--- config.mk ---
export PLATFORM = sky130hd
export DESIGN_NAME = lld_dma_channel
export DESIGN_NICKNAME = d
export VERILOG_FILES = /design/src/rtl/lld_pkg.sv /design/src/rtl/lld_addr_step.sv /design/src/rtl/lld_link_decode.sv /design/src/rtl/lld_node_check.sv /design/src/rtl/lld_dma_channel.sv
export SDC_FILE = /design/constraint.sdc
export NUM_CORES = 1
export LEC_CHECK = 0
export BUFFER_PORTS_ARGS = -buffer_cell sky130_fd_sc_hd__buf_4
export CORE_MARGIN = 8
export CORE_UTILIZATION = 40
export CTS_CLUSTER_DIAMETER = 30
export DETAILED_ROUTE_END_ITERATION = 8
export PLACE_DENSITY_LB_ADDON = 0.2
export SKIP_LAST_GASP = 1
export SLEW_MARGIN = 20
export SYNTH_ARGS = -nofsm -noshare
export SYNTH_HDL_FRONTEND = slang
export SYNTH_SLANG_ARGS = --single-unit
--- constraint.sdc ---
create_clock -name clk -period 4.45 [get_ports clk]
set_clock_uncertainty 0.15 [all_clocks]
set_input_delay 0.2225 -clock clk [delete_from_list [all_inputs] [get_ports clk]]
set_output_delay 0.2225 -clock clk [all_outputs]
set_load 0.02 [all_outputs]
--- src/rtl/lld_pkg.sv ---
package lld_pkg;

  localparam int CFG_NODE_EVT = 1;
  localparam int CFG_DST_INC  = 30;
  localparam int CFG_SRC_INC  = 31;
  localparam int FETCH_LAST   = 4;

  typedef enum logic [2:0] {
    ST_IDLE,
    ST_FREQ,
    ST_FWAIT,
    ST_GATE,
    ST_RREQ,
    ST_RWAIT,
    ST_WREQ,
    ST_NEND
  } chan_state_e;

  // fetch step 0 reads word 0, steps 1..4 read words 4..7
  function automatic logic [2:0] fetch_word(input logic [2:0] idx);
    return (idx == 3'd0) ? 3'd0 : idx + 3'd3;
  endfunction

endpackage

--- src/rtl/lld_addr_step.sv ---
module lld_addr_step #(
  parameter int WA_W = 30
) (
  input  logic [WA_W-1:0] addr_i,
  input  logic            inc_i,
  output logic [WA_W-1:0] addr_o
);
  assign addr_o = inc_i ? addr_i + WA_W'(1) : addr_i;
endmodule

--- src/rtl/lld_link_decode.sv ---
module lld_link_decode #(
  parameter int ADDR_W     = 32,
  parameter int ALIGN_BITS = 5
) (
  input  logic [ADDR_W-1:0] link_i,
  output logic              follow_o,
  output logic              finish_o,
  output logic              bad_o,
  output logic [ADDR_W-3:0] target_o
);
  logic [ADDR_W-1:0] masked;

  always_comb begin
    masked    = link_i;
    masked[1] = 1'b0;
  end

  assign finish_o = ~link_i[1];
  assign bad_o    = link_i[1] && (masked[ALIGN_BITS-1:0] != '0);
  assign follow_o = link_i[1] && !bad_o;
  assign target_o = masked[ADDR_W-1:2];
endmodule

--- src/rtl/lld_node_check.sv ---
module lld_node_check #(
  parameter logic [31:0] MAX_BYTES = 32'h1FFC
) (
  input  logic [31:0] bytes_i,
  output logic        bad_o
);
  assign bad_o = (bytes_i == 32'd0) || (bytes_i > MAX_BYTES) || (bytes_i[1:0] != 2'b00);
endmodule

--- src/rtl/lld_dma_channel.sv ---
module lld_dma_channel
  import lld_pkg::*;
#(
  parameter int          ADDR_W     = 32,
  parameter int          CNT_W      = 16,
  parameter logic [31:0] MAX_BYTES  = 32'h1FFC,
  parameter int          ALIGN_BITS = 5
) (
  input  logic                clk,
  input  logic                rst_n,
  input  logic                start,
  input  logic [ADDR_W-1:0]   start_ptr,
  input  logic                chan_enable,
  input  logic                abort,
  output logic                mem_req_valid,
  input  logic                mem_req_ready,
  output logic                mem_req_write,
  output logic [ADDR_W-3:0]   mem_req_addr,
  output logic [31:0]         mem_req_wdata,
  input  logic                mem_rsp_valid,
  input  logic [31:0]         mem_rsp_data,
  output logic                busy,
  output logic [CNT_W-1:0]    cur_count,
  output logic [ADDR_W-1:0]   cur_next,
  output logic                evt_chain_done,
  output logic                evt_node_done,
  output logic                evt_error
);
  localparam int WA_W = ADDR_W - 2;

  chan_state_e         state_q;
  logic [2:0]          fidx_q;
  logic [WA_W-1:0]     base_q;
  logic [ADDR_W-1:0]   link_q;
  logic [CNT_W-1:0]    count_q;
  logic [WA_W-1:0]     src_q, dst_q;
  logic                node_evt_q, src_inc_q, dst_inc_q;
  logic                node_bad_q;
  logic [31:0]         data_q;
  logic                stop_q;
  logic                stop_now;

  logic [WA_W-1:0]     src_nx, dst_nx;
  logic                link_follow, link_finish, link_bad;
  logic [WA_W-1:0]     link_target;
  logic                cnt_bad;

  lld_addr_step #(.WA_W(WA_W)) u_src_step (
    .addr_i(src_q), .inc_i(src_inc_q), .addr_o(src_nx)
  );
  lld_addr_step #(.WA_W(WA_W)) u_dst_step (
    .addr_i(dst_q), .inc_i(dst_inc_q), .addr_o(dst_nx)
  );

  lld_link_decode #(.ADDR_W(ADDR_W), .ALIGN_BITS(ALIGN_BITS)) u_link (
    .link_i(link_q), .follow_o(link_follow), .finish_o(link_finish),
    .bad_o(link_bad), .target_o(link_target)
  );

  lld_node_check #(.MAX_BYTES(MAX_BYTES)) u_cnt (
    .bytes_i(mem_rsp_data), .bad_o(cnt_bad)
  );

  assign stop_now = stop_q | abort;

  // memory request, a pure function of the state so it stays put until accepted
  always_comb begin
    mem_req_valid = 1'b0;
    mem_req_write = 1'b0;
    mem_req_addr  = '0;
    unique case (state_q)
      ST_FREQ: begin
        mem_req_valid = 1'b1;
        mem_req_addr  = base_q + WA_W'(fetch_word(fidx_q));
      end
      ST_RREQ: begin
        mem_req_valid = 1'b1;
        mem_req_addr  = src_q;
      end
      ST_WREQ: begin
        mem_req_valid = 1'b1;
        mem_req_write = 1'b1;
        mem_req_addr  = dst_q;
      end
      default: ;
    endcase
  end

  assign mem_req_wdata = data_q;
  assign busy          = (state_q != ST_IDLE);
  assign cur_count     = count_q;
  assign cur_next      = link_q;

  always_ff @(posedge clk or negedge rst_n) begin
    if (!rst_n) begin
      state_q        <= ST_IDLE;
      fidx_q         <= '0;
      base_q         <= '0;
      link_q         <= '0;
      count_q        <= '0;
      src_q          <= '0;
      dst_q          <= '0;
      node_evt_q     <= 1'b0;
      src_inc_q      <= 1'b0;
      dst_inc_q      <= 1'b0;
      node_bad_q     <= 1'b0;
      data_q         <= '0;
      stop_q         <= 1'b0;
      evt_chain_done <= 1'b0;
      evt_node_done  <= 1'b0;
      evt_error      <= 1'b0;
    end else begin
      evt_chain_done <= 1'b0;
      evt_node_done  <= 1'b0;
      evt_error      <= 1'b0;
      if (abort && state_q != ST_IDLE) stop_q <= 1'b1;

      unique case (state_q)
        ST_IDLE: begin
          stop_q <= 1'b0;
          if (start) begin
            if (start_ptr[ALIGN_BITS-1:0] != '0) begin
              evt_error <= 1'b1;
            end else begin
              base_q  <= start_ptr[ADDR_W-1:2];
              fidx_q  <= '0;
              state_q <= ST_FREQ;
            end
          end
        end

        ST_FREQ: if (mem_req_ready) state_q <= ST_FWAIT;

        ST_FWAIT: if (mem_rsp_valid) begin
          unique case (fidx_q)
            3'd0: link_q <= mem_rsp_data;
            3'd1: begin
              node_bad_q <= cnt_bad;
              count_q    <= cnt_bad ? '0 : mem_rsp_data[CNT_W-1:0];
            end
            3'd2: src_q <= mem_rsp_data[ADDR_W-1:2];
            3'd3: dst_q <= mem_rsp_data[ADDR_W-1:2];
            default: begin
              node_evt_q <= mem_rsp_data[CFG_NODE_EVT];
              src_inc_q  <= mem_rsp_data[CFG_SRC_INC];
              dst_inc_q  <= mem_rsp_data[CFG_DST_INC];
            end
          endcase
          if (fidx_q == 3'(FETCH_LAST)) begin
            if (stop_now) begin
              state_q <= ST_IDLE;
            end else if (node_bad_q) begin
              evt_error <= 1'b1;
              state_q   <= ST_IDLE;
            end else begin
              state_q <= ST_GATE;
            end
          end else begin
            fidx_q  <= fidx_q + 3'd1;
            state_q <= ST_FREQ;
          end
        end

        ST_GATE: begin
          if (stop_now)         state_q <= ST_IDLE;
          else if (chan_enable) state_q <= ST_RREQ;
        end

        ST_RREQ: if (mem_req_ready) state_q <= ST_RWAIT;

        ST_RWAIT: if (mem_rsp_valid) begin
          data_q  <= mem_rsp_data;
          state_q <= ST_WREQ;
        end

        ST_WREQ: if (mem_req_ready) begin
          count_q <= count_q - CNT_W'(4);
          src_q   <= src_nx;
          dst_q   <= dst_nx;
          state_q <= (count_q == CNT_W'(4)) ? ST_NEND : ST_GATE;
        end

        ST_NEND: begin
          evt_node_done <= node_evt_q;
          if (stop_now) begin
            state_q <= ST_IDLE;
          end else if (link_finish) begin
            evt_chain_done <= 1'b1;
            state_q        <= ST_IDLE;
          end else if (link_bad) begin
            evt_error <= 1'b1;
            state_q   <= ST_IDLE;
          end else if (link_follow) begin
            base_q  <= link_target;
            fidx_q  <= '0;
            state_q <= ST_FREQ;
          end
        end

        default: state_q <= ST_IDLE;
      endcase
    end
  end
endmodule

==> impl_metrics.py, run 1 <==
metrics = {
    "run_status": {
        "outcome": "finished clean",
    },
    "sta": {
        "holdWs_ns": 0.01274,
        "fin_crit_sh_pct": 90.21,
        "worstMarginPinSlew_ns": 1.008,
        "relSlewSlack_pct": 32.78,
        "slew_violations": 0,
        "fin_crit_ns": 4.014,
        "rsz0062_at_grt": "false",
        "finalSetupTns_ns": 0,
        "fmax_mhz": 249.1,
        "setup_viol": 0,
        "hold_viol": 0,
    },
    "flow_run": {
        "drv_cap": 0,
    },
    "clock_tree": {
        "ctsHoldBuffers": 62,
        "cts_tree": "built",
        "ctsResizeCount": 0,
        "clk_path_buf_depth": 2,
        "clk_pin_slew_ns": 0.08,
        "cts_num_sinks": 184,
        "numCtsBuffers": 17,
        "cts_htree_levels": 4,
        "cts_root_buffer": "clkbuf_16",
        "cts_setup_buffers": 0,
        "insertion_delay_ns": 0.45,
    },
    "die": {
        "initial_core_util_pct": 40.37,
        "die_w_um": 177.5,
        "pin_count": 187,
        "die_h_um": 177.5,
        "rows": 59,
        "fp.dieArea_um2": 31500,
        "core_area_um2": 25840,
    },
    "power_and_ir_drop": {
        "p_int_mw": 4.375,
        "clock_power_share_pct": 20.9,
        "p_seq_share_pct": 39.1,
        "p_sw_share_pct": 41.23,
        "power_mw": 7.444,
        "vdd_drop_max_uv": 295.1,
        "power.switching_mw": 3.069,
        "comb_power_share_pct": 40.1,
        "p_leak_nw": 5.798,
        "power.density_nw_per_um2": 553.3,
    },
    "global_route": {
        "grt_antenna_before_repair": 1,
        "grt_pass1_vias": 9487,
        "grt.overflow.total": 0,
        "busiest_layer": "met2",
        "use_met1_pct": 31.78,
        "grt_use_total_pct": 22.47,
        "gr-usage-met3_pct": 3.702,
        "grt_max_degree": 119,
        "grt_pass1_wl_um": 55290,
        "met2_usage_pct": 35.05,
    },
    "critical_path": {
        "worstPathRequired_ns": 4.08,
        "worstPathCellList": "inv_1 -> ha_1 -> nor2b_1 -> nor2_1 -> ha_1 -> inv_1 -> fa_1 -> nand2b_1 -> a2111oi_2 -> buf_4 -> nand4_1 -> xor2_1 -> o22ai_1 -> buf_4",
        "crit_path_start_kind": "flip-flop",
        "cp-end-kind": "output port",
        "cp_max_fo": 6,
        "crit_arrival_ns": 3.64,
        "cpMaxStageDelayCell": "dfrtp_1",
        "critPathKind": "reg2out",
        "crit_path_max_incr_delay_ns": 0.46,
    },
    "drt": {
        "wirelength_um": 35770,
        "route.detailed.drc": 0,
        "wl_per_cell_um": 21.36,
        "viasPerCell": 5.832,
        "routed-via-count": 9769,
        "initialDrtViolationCount": 1107,
        "antenna_left": 0,
        "firstDrtPassIters": 5,
    },
    "yosys": {
        "ys.flop_type": "dfrtp_1",
        "ys_seq_area_share_pct": 44.14,
        "netlist_instances": 1099,
        "async_flop_share_pct": 100.0,
        "synth_fp_nets": 1184,
        "synth_enable_flop_cells": 0,
        "syn-mean-instance-area_um2": 9.492,
        "synth.distinct_cells": 72,
        "syn_area_um2": 10430,
        "yosys_warnings": 0,
        "synth-seq-cells": 184,
    },
    "placement": {
        "gp_congestion": 0.8600,
        "port_buffers": 186,
        "dpl.hpwl_um": 25790,
        "dp_cells": 1580,
    },
    "final_layout": {
        "drive_gt1_share_pct": 24.94,
        "nets": 1411,
        "instances_no_fill": 1675,
        "utilization_pct": 52.07,
        "layout_common_cells": "buf_4 (211), dfrtp_1 (183), nand2_1 (99)",
        "areaGrowthSynthToFinish_pct": 28.98,
        "final_common_cell": "buf_4",
    },
    "worst_hold_path": {
        "hold_class": "in2reg",
    },
}
==> cell type report <==
| class | count | area, µm² |
|---|---|---|
| flip-flops and latches | 184 | 4606 |
| clock buffers | 18 | 439.2 |
| clock inverters | 14 | 155.1 |
| inverters | 25 | 93.84 |
| diodes | 1 | 2.502 |
| repair buffers | 275 | 2238 |
| well taps | 335 | 419.2 |
| fillers | 2389 | 12380 |
| multi-input cells | 823 | 5500 |
==> path summary, 6_finish.rpt <==
path	start	to	slack, ns	depth (start not counted)
min reg2reg	node_evt_q$_DFFE_PN0P_	evt_node_done$_DFF_PN0_	0.33	1
min in group asynchronous	rst_n	mem_req_wdata[18]$_DFFE_PN0P_	0.31	2
max	fidx_q[0]$_DFFE_PN0P_	mem_req_addr[16]	0.44	14
max in group asynchronous	rst_n	cur_count[3]$_DFFE_PN0P_	2.68	3
max reg2reg	state_q[2]$_DFFE_PN0P_	dst_q[29]$_DFFE_PN0P_	1.70	6
min	start_ptr[1]	evt_error$_DFF_PN0_	0.01	3
==> synthesized netlist by cell type, types with 21 or more instances <==
library cell  count  area (µm²)
nand2_1          99       371.6
mux2i_1          58       580.6
mux2_2           69       777.0
nor3_1           21       105.1
nand3_1          41       205.2
o21ai_0          75       375.4
nand4_1          24       150.1
o22ai_1          44       275.3
inv_1            25       93.84
nor2_1           74       277.8
clkbuf_1         49       183.9
dfrtp_1         184        4604
a21oi_1          71       355.3
==> metal layers <==
layer	wire length (µm)	vias to the layer above
met4	591	0
met5	0	-
met1	16030	4826
li1	-	4552
met2	16530	351
met3	2623	40
==> cells by family after synthesis <==
| kind of cell | Yosys count | synth area share (%) |
|---|---|---|
| fa+ha+maj | 14 | 1.751 |
| xor+xnor | 28 | 2.351 |
| mux | 127 | 13.01 |
| compound gates | 297 | 18.02 |
| flops | 184 | 44.14 |
| buf+inv | 92 | 3.371 |
| simple gates | 357 | 17.36 |
==> through the flow <==
stage | worst slack (ns) | cell area, µm²
floorplan | 1.091 | 10430
global placement | 1.047 | 12240
detailed placement | 0.9469 | 12240
CTS | 0.4615 | 13450
global route | 0.2457 | 13450
finish | 0.4356 | 13450
==> worst max-delay path: cells and delay by family, from the launching register on <==
family / cells / cell delay, ns
AO/OA/AOI/OAI: 2 / 0.54
buffers and inverters: 4 / 0.59
flip-flops: 1 / 0.46
XOR/XNOR: 1 / 0.17
AND/OR/NAND/NOR: 4 / 0.62
adder cells (fa/ha/maj): 3 / 0.83
==> power by group through the flow <==
stage               combinational (mW)  sequential, mW  clock [mW]
finish                            2.98            2.91        1.55
global route                      3.21            2.99        1.64
CTS                               2.99            2.88        1.59
detailed placement                2.94            2.92           0
global placement                  2.91            2.90           0
floorplan                         1.48            3.04           0
==> sequential cells by signal (all words and copies together), names as in the netlist <==
signal / flops
cur_next: 32
mem_req_wdata: 32
base_q: 30
dst_q: 30
src_q: 30
cur_count: 16
fidx_q: 3
state_q: 3
dst_inc_q: 1
evt_chain_done: 1
evt_error: 1
evt_node_done: 1
node_bad_q: 1
node_evt_q: 1
src_inc_q: 1
stop_q: 1
(Power assumes the default switching activity.)
==> run 2: changes to the inputs <==
==> constraint.sdc (replaced) <==
create_clock -name clk -period 4.45 [get_ports clk]
set_clock_uncertainty 0.15 [all_clocks]
set_input_delay 0.89 -clock clk [delete_from_list [all_inputs] [get_ports clk]]
set_output_delay 0.89 -clock clk [all_outputs]
set_load 0.02 [all_outputs]
==> run 2 against run 1 <==
Compared with the run above: die area is the same; critical path depth is the same; final area down 4.5%; sequential cell count unchanged; hold slack gained 0.30 ns; critical endpoint unchanged; largest power group unchanged.
==> impl_metrics.py, run 2 (synthesis results as in run 1) <==
metrics = {
    "drt": {
        "route.detailed.drc": 0,
        "initialDrtViolationCount": 1038,
        "routed-via-count": 9535,
        "wirelength_um": 35470,
        "firstDrtPassIters": 5,
        "viasPerCell": 5.919,
        "antenna_left": 0,
        "wl_per_cell_um": 22.01,
    },
    "final_layout": {
        "instances_no_fill": 1611,
        "areaGrowthSynthToFinish_pct": 23.14,
        "layout_common_cells": "buf_4 (209), dfrtp_1 (183), nand2_1 (99)",
        "final_common_cell": "buf_4",
        "utilization_pct": 49.71,
        "antenna_cells": 0,
        "drive_gt1_share_pct": 26.33,
        "nets": 1348,
    },
    "die": {
        "fp.dieArea_um2": 31500,
        "rows": 59,
        "die_w_um": 177.5,
        "die_h_um": 177.5,
        "core_area_um2": 25840,
        "initial_core_util_pct": 40.37,
        "pin_count": 187,
    },
    "sta": {
        "hold_viol": 0,
        "fin_crit_sh_pct": 95.23,
        "worstMarginPinSlew_ns": 0.8482,
        "slew_violations": 0,
        "rsz0062_at_grt": "false",
        "finalSetupTns_ns": 0,
        "fmax_mhz": 236.0,
        "relSlewSlack_pct": 43.25,
        "fin_crit_ns": 4.238,
        "setup_viol": 0,
    },
    "clock_tree": {
        "clk_pin_slew_ns": 0.08,
        "numCtsBuffers": 17,
        "ctsHoldBuffers": 0,
        "insertion_delay_ns": 0.44,
        "cts_htree_levels": 4,
        "cts_root_buffer": "clkbuf_16",
        "clk_path_buf_depth": 2,
        "cts_tree": "built",
        "cts_num_sinks": 184,
    },
    "critical_path": {
        "worstPathRequired_ns": 3.41,
        "cp-end-kind": "output port",
        "crit_arrival_ns": 3.20,
        "crit_buf_inv": 4,
        "crit_path_start_kind": "flip-flop",
        "worstPathCellList": "inv_1 -> ha_2 -> nor2b_1 -> nor2_1 -> ha_1 -> inv_1 -> fa_2 -> nand2b_4 -> a2111oi_4 -> buf_4 -> nand4_1 -> xor2_1 -> o22ai_1 -> buf_4",
        "cpLargestDelayFamily": "adder cells",
        "cpMaxStageDelayCell": "dfrtp_1",
        "critPathKind": "reg2out",
        "cp_max_fo": 6,
        "crit_path_max_incr_delay_ns": 0.36,
    },
    "worst_hold_path": {
        "hold_class": "in2async",
    },
    "power_and_ir_drop": {
        "power_mw": 7.367,
        "power.density_nw_per_um2": 573.5,
        "p_leak_nw": 5.543,
        "vdd_drop_max_uv": 243.5,
    },
    "global_route": {
        "grt.overflow.total": 0,
        "grt_pass1_vias": 9386,
        "grt_use_total_pct": 22.41,
        "grt_pass1_wl_um": 55070,
        "grt_antenna_before_repair": 1,
        "grt_max_degree": 72,
    },
    "placement": {
        "dp_cells": 1577,
        "dpl.hpwl_um": 25990,
        "port_buffers": 186,
        "gp_congestion": 0.8705,
    },
    "run_status": {
        "outcome": "finished clean",
    },
    "flow_run": {
        "drv_cap": 0,
    },
}
[run 2: where the power goes]
| part | switching (mW) | internal [mW] | leakage (nW) |
|---|---|---|---|
| Sequential | 0.670 | 2.22 | 2.39 |
| Combinational | 1.64 | 1.31 | 2.86 |
| Clock | 0.744 | 0.773 | 0.288 |
| Total | 3.06 | 4.31 | 5.54 |
[run 2: stage by stage]
step | area (µm²) | worst slack (ns) | hold WS (ns)
CTS | 12820 | 0.01438 | 0.3247
detailed placement | 12230 | 0.3208 | 0.3228
global route | 12840 | 0.02457 | 0.3248
global placement | 12230 | 0.3942 | 0.3242
finish | 12840 | 0.2125 | 0.3133
floorplan | 10430 | 0.4230 | 0.2974
[run 2: worst paths after layout]
kind | startpoint | to | slack [ns] | depth (start not counted)
max reg2reg | state_q[1]$_DFFE_PN0P_ | dst_q[27]$_DFFE_PN0P_ | 1.47 | 5
min reg2reg | node_evt_q$_DFFE_PN0P_ | evt_node_done$_DFF_PN0_ | 0.34 | 1
max in group asynchronous | rst_n | base_q[15]$_DFFE_PN0P_ | 2.95 | 2
max | fidx_q[1]$_DFFE_PN0P_ | mem_req_addr[16] | 0.21 | 14
min in group clk | node_evt_q$_DFFE_PN0P_ | evt_node_done$_DFF_PN0_ | 0.34 | 1
min | rst_n | mem_req_wdata[18]$_DFFE_PN0P_ | 0.31 | 1
[run 2: layer usage]
metal,vias up,share of wire [%],global-route usage (%)
met5,-,0.031,0
met1,4766,45,31.25
met4,2,1.5,5.835
met3,45,7.0,4.809
met2,299,47,34.75
li1,4423,-,-
[run 2: timing repair]
action | 4_1_cts | 5_1_grt
setup endpoints to repair | 7 | 7
buffers inserted | 2 | 0
gates resized for setup | 1 | 4
[run 2: area by class of cell]
cell class	count	area [µm²]
fillers	2430	12990
multi-input cells	823	5525
flip-flops and latches	184	4606
repair buffers	212	1623
clock buffers	19	452.9
well taps	335	419.2
clock inverters	13	125.1
inverters	25	93.84
==> run 3: changes to the inputs <==
CORE_ASPECT_RATIO = 0.9   (was not set)
==> run 3 against run 2 <==
Compared with the run above: final area grew 0.50%; hold slack gained 0.014 ns; cell count grew 0.81%; worst setup slack lost 0.064 ns; clock power is essentially flat; core utilization grew 0.21 points; register-to-register slack is essentially flat; fmax shrank 1.5%; sequential power is essentially flat; critical path type unchanged.
==> impl_metrics.py, run 3 (synthesis results as in run 1) <==
metrics = {
    "placement": {
        "port_buffers": 186,
        "dpl.hpwl_um": 25790,
        "dp_cells": 1586,
        "gp_congestion": 0.8673,
        "dp_slack_ns": 0.3381,
    },
    "critical_path": {
        "timing.critical_path.to": "mem_req_addr[14]",
        "crit_top_cell": "buf_4",
        "worstPathCellList": "inv_2 -> ha_4 -> nor2b_4 -> nor2_1 -> ha_2 -> inv_2 -> fa_2 -> nand2b_4 -> a2111oi_4 -> buf_4 -> buf_4 -> nand2_1 -> xor2_1 -> o22ai_1 -> buf_4",
        "regToRegStartpoint": "state_q[1]$_DFFE_PN0P_",
        "cp.depth": 15,
        "crit_path_max_incr_delay_ns": 0.39,
        "crit_buf_inv": 5,
        "reg2regPathDepth": 5,
        "cpLargestDelayFamily": "adder cells",
        "cp-end-kind": "output port",
        "worstPathRequired_ns": 3.41,
        "crit-reg2reg-capture": "dst_q[27]$_DFFE_PN0P_",
        "crit_path_start_kind": "flip-flop",
        "ff2ff_setup_slack_ns": 1.48,
        "crit_arrival_ns": 3.26,
        "cp_max_fo": 6,
        "cpMaxStageDelayCell": "fa_2",
        "critPathKind": "reg2out",
        "critPathLaunch": "fidx_q[1]$_DFFE_PN0P_",
    },
    "power_and_ir_drop": {
        "p_leak_nw": 5.537,
        "power.density_nw_per_um2": 575.8,
        "vdd_drop_max_uv": 219.9,
    },
    "clock_tree": {
        "cts_htree_levels": 4,
        "clk_path_buf_depth": 2,
        "cts_root_buffer": "clkbuf_16",
        "cts_tree": "built",
        "cts_num_sinks": 184,
        "ctsHoldBuffers": 0,
        "insertion_delay_ns": 0.44,
        "clk_pin_slew_ns": 0.07,
        "numCtsBuffers": 17,
    },
    "sta": {
        "hold_viol": 0,
        "holdWs_ns": 0.3271,
        "relSlewSlack_pct": 48.17,
        "worstMarginPinSlew_ns": 0.7703,
        "finalWorstSetupSlack_ns": 0.1489,
        "finalSetupTns_ns": 0,
        "fin_crit_sh_pct": 96.65,
        "setup_viol": 0,
        "slew_violations": 0,
        "fmax_mhz": 232.5,
        "fin_crit_ns": 4.301,
    },
    "global_route": {
        "grt_max_degree": 71,
        "grt_pass1_vias": 9153,
        "grt_antenna_before_repair": 0,
        "grt.overflow.total": 0,
        "grt_use_total_pct": 22.28,
        "grt_pass1_wl_um": 54770,
    },
    "drt": {
        "route.detailed.drc": 0,
        "wirelength_um": 35610,
        "initialDrtViolationCount": 950,
        "routed-via-count": 9583,
        "viasPerCell": 5.901,
        "antenna_left": 0,
        "wl_per_cell_um": 21.93,
        "firstDrtPassIters": 5,
    },
    "final_layout": {
        "drive_gt1_share_pct": 26.65,
        "areaGrowthSynthToFinish_pct": 23.75,
        "antenna_cells": 0,
        "final_common_cell": "buf_4",
        "instances_no_fill": 1624,
        "layout_common_cells": "buf_4 (208), dfrtp_1 (183), nand2_1 (99)",
        "nets": 1349,
    },
    "worst_hold_path": {
        "hold_class": "in2async",
    },
    "die": {
        "initial_core_util_pct": 40.35,
        "core_area_um2": 25850,
        "rows": 56,
        "die_w_um": 186.2,
        "pin_count": 187,
        "die_h_um": 169.2,
        "fp.dieArea_um2": 31510,
    },
    "flow_run": {
        "drv_cap": 0,
    },
    "run_status": {
        "outcome": "finished clean",
    },
}
run 3: cell types whose count changed in the layout (fill, tap and decap cells not counted), sizes merged:
cell / before / now
clkinv: 5 / 3
clkbuf: 20 / 18
bufinv: 0 / 2
buf: 211 / 213
clkinvlp: 0 / 5
inv: 33 / 28
run 3: layout make-up:
type | count | area (µm²)
fill | 2401 | 12950
multi-input combinational | 823 | 5545
sequential | 184 | 4606
timing repair buffer | 213 | 1653
tap | 348 | 435.4
clock buffer | 18 | 429.2
clock inverter | 13 | 146.4
inverter | 25 | 93.84
run 3: repair_timing:
item / in CTS / in global routing
buffers inserted: 2 / 5
pin swaps: 0 / 7
endpoints found under the setup margin: 7 / 8
resized for setup: 1 / 11
endpoints found under the hold margin: 0 / 0
run 3: how the worst min path moves through the flow:
stage                                 startpoint                            end  slack (ns)
global route        mem_req_wdata[1]$_DFFE_PN0P_   mem_req_wdata[1]$_DFFE_PN0P_        0.37
finish                                     rst_n  mem_req_wdata[18]$_DFFE_PN0P_        0.33
detailed placement        node_evt_q$_DFFE_PN0P_        evt_node_done$_DFF_PN0_        0.33
CTS                       node_evt_q$_DFFE_PN0P_        evt_node_done$_DFF_PN0_        0.34
global placement          node_evt_q$_DFFE_PN0P_        evt_node_done$_DFF_PN0_        0.32
floorplan                 node_evt_q$_DFFE_PN0P_        evt_node_done$_DFF_PN0_        0.30
run 3: routing by layer:
layer	track usage (%)	share of wire [%]	vias to the layer above
met5	0	0	-
met4	4.070	1.0	0
met3	4.837	7.6	23
met2	33.07	45	327
met1	32.99	47	4803
li1	-	-	4430
run 3: per-stage QoR:
| step | area (µm²) | util, % | power, mW |
|---|---|---|---|
| 6_report | 12910 | 49.93 | 7.433 |
| 2_1_floorplan | 10430 | - | 4.516 |
| 5_1_grt | 12910 | 49.93 | 7.825 |
| 3_3_place_gp | 12240 | 47.32 | 5.793 |
| 3_5_place_dp | 12240 | 47.32 | 5.850 |
| 4_1_cts | 12830 | 49.62 | 7.402 |
run 3: report_power, final:
part	switching (mW)	internal, mW	leakage (nW)
registers	0.663	2.23	2.39
logic	1.66	1.34	2.88
clock network	0.710	0.831	0.265
total	3.03	4.40	5.54
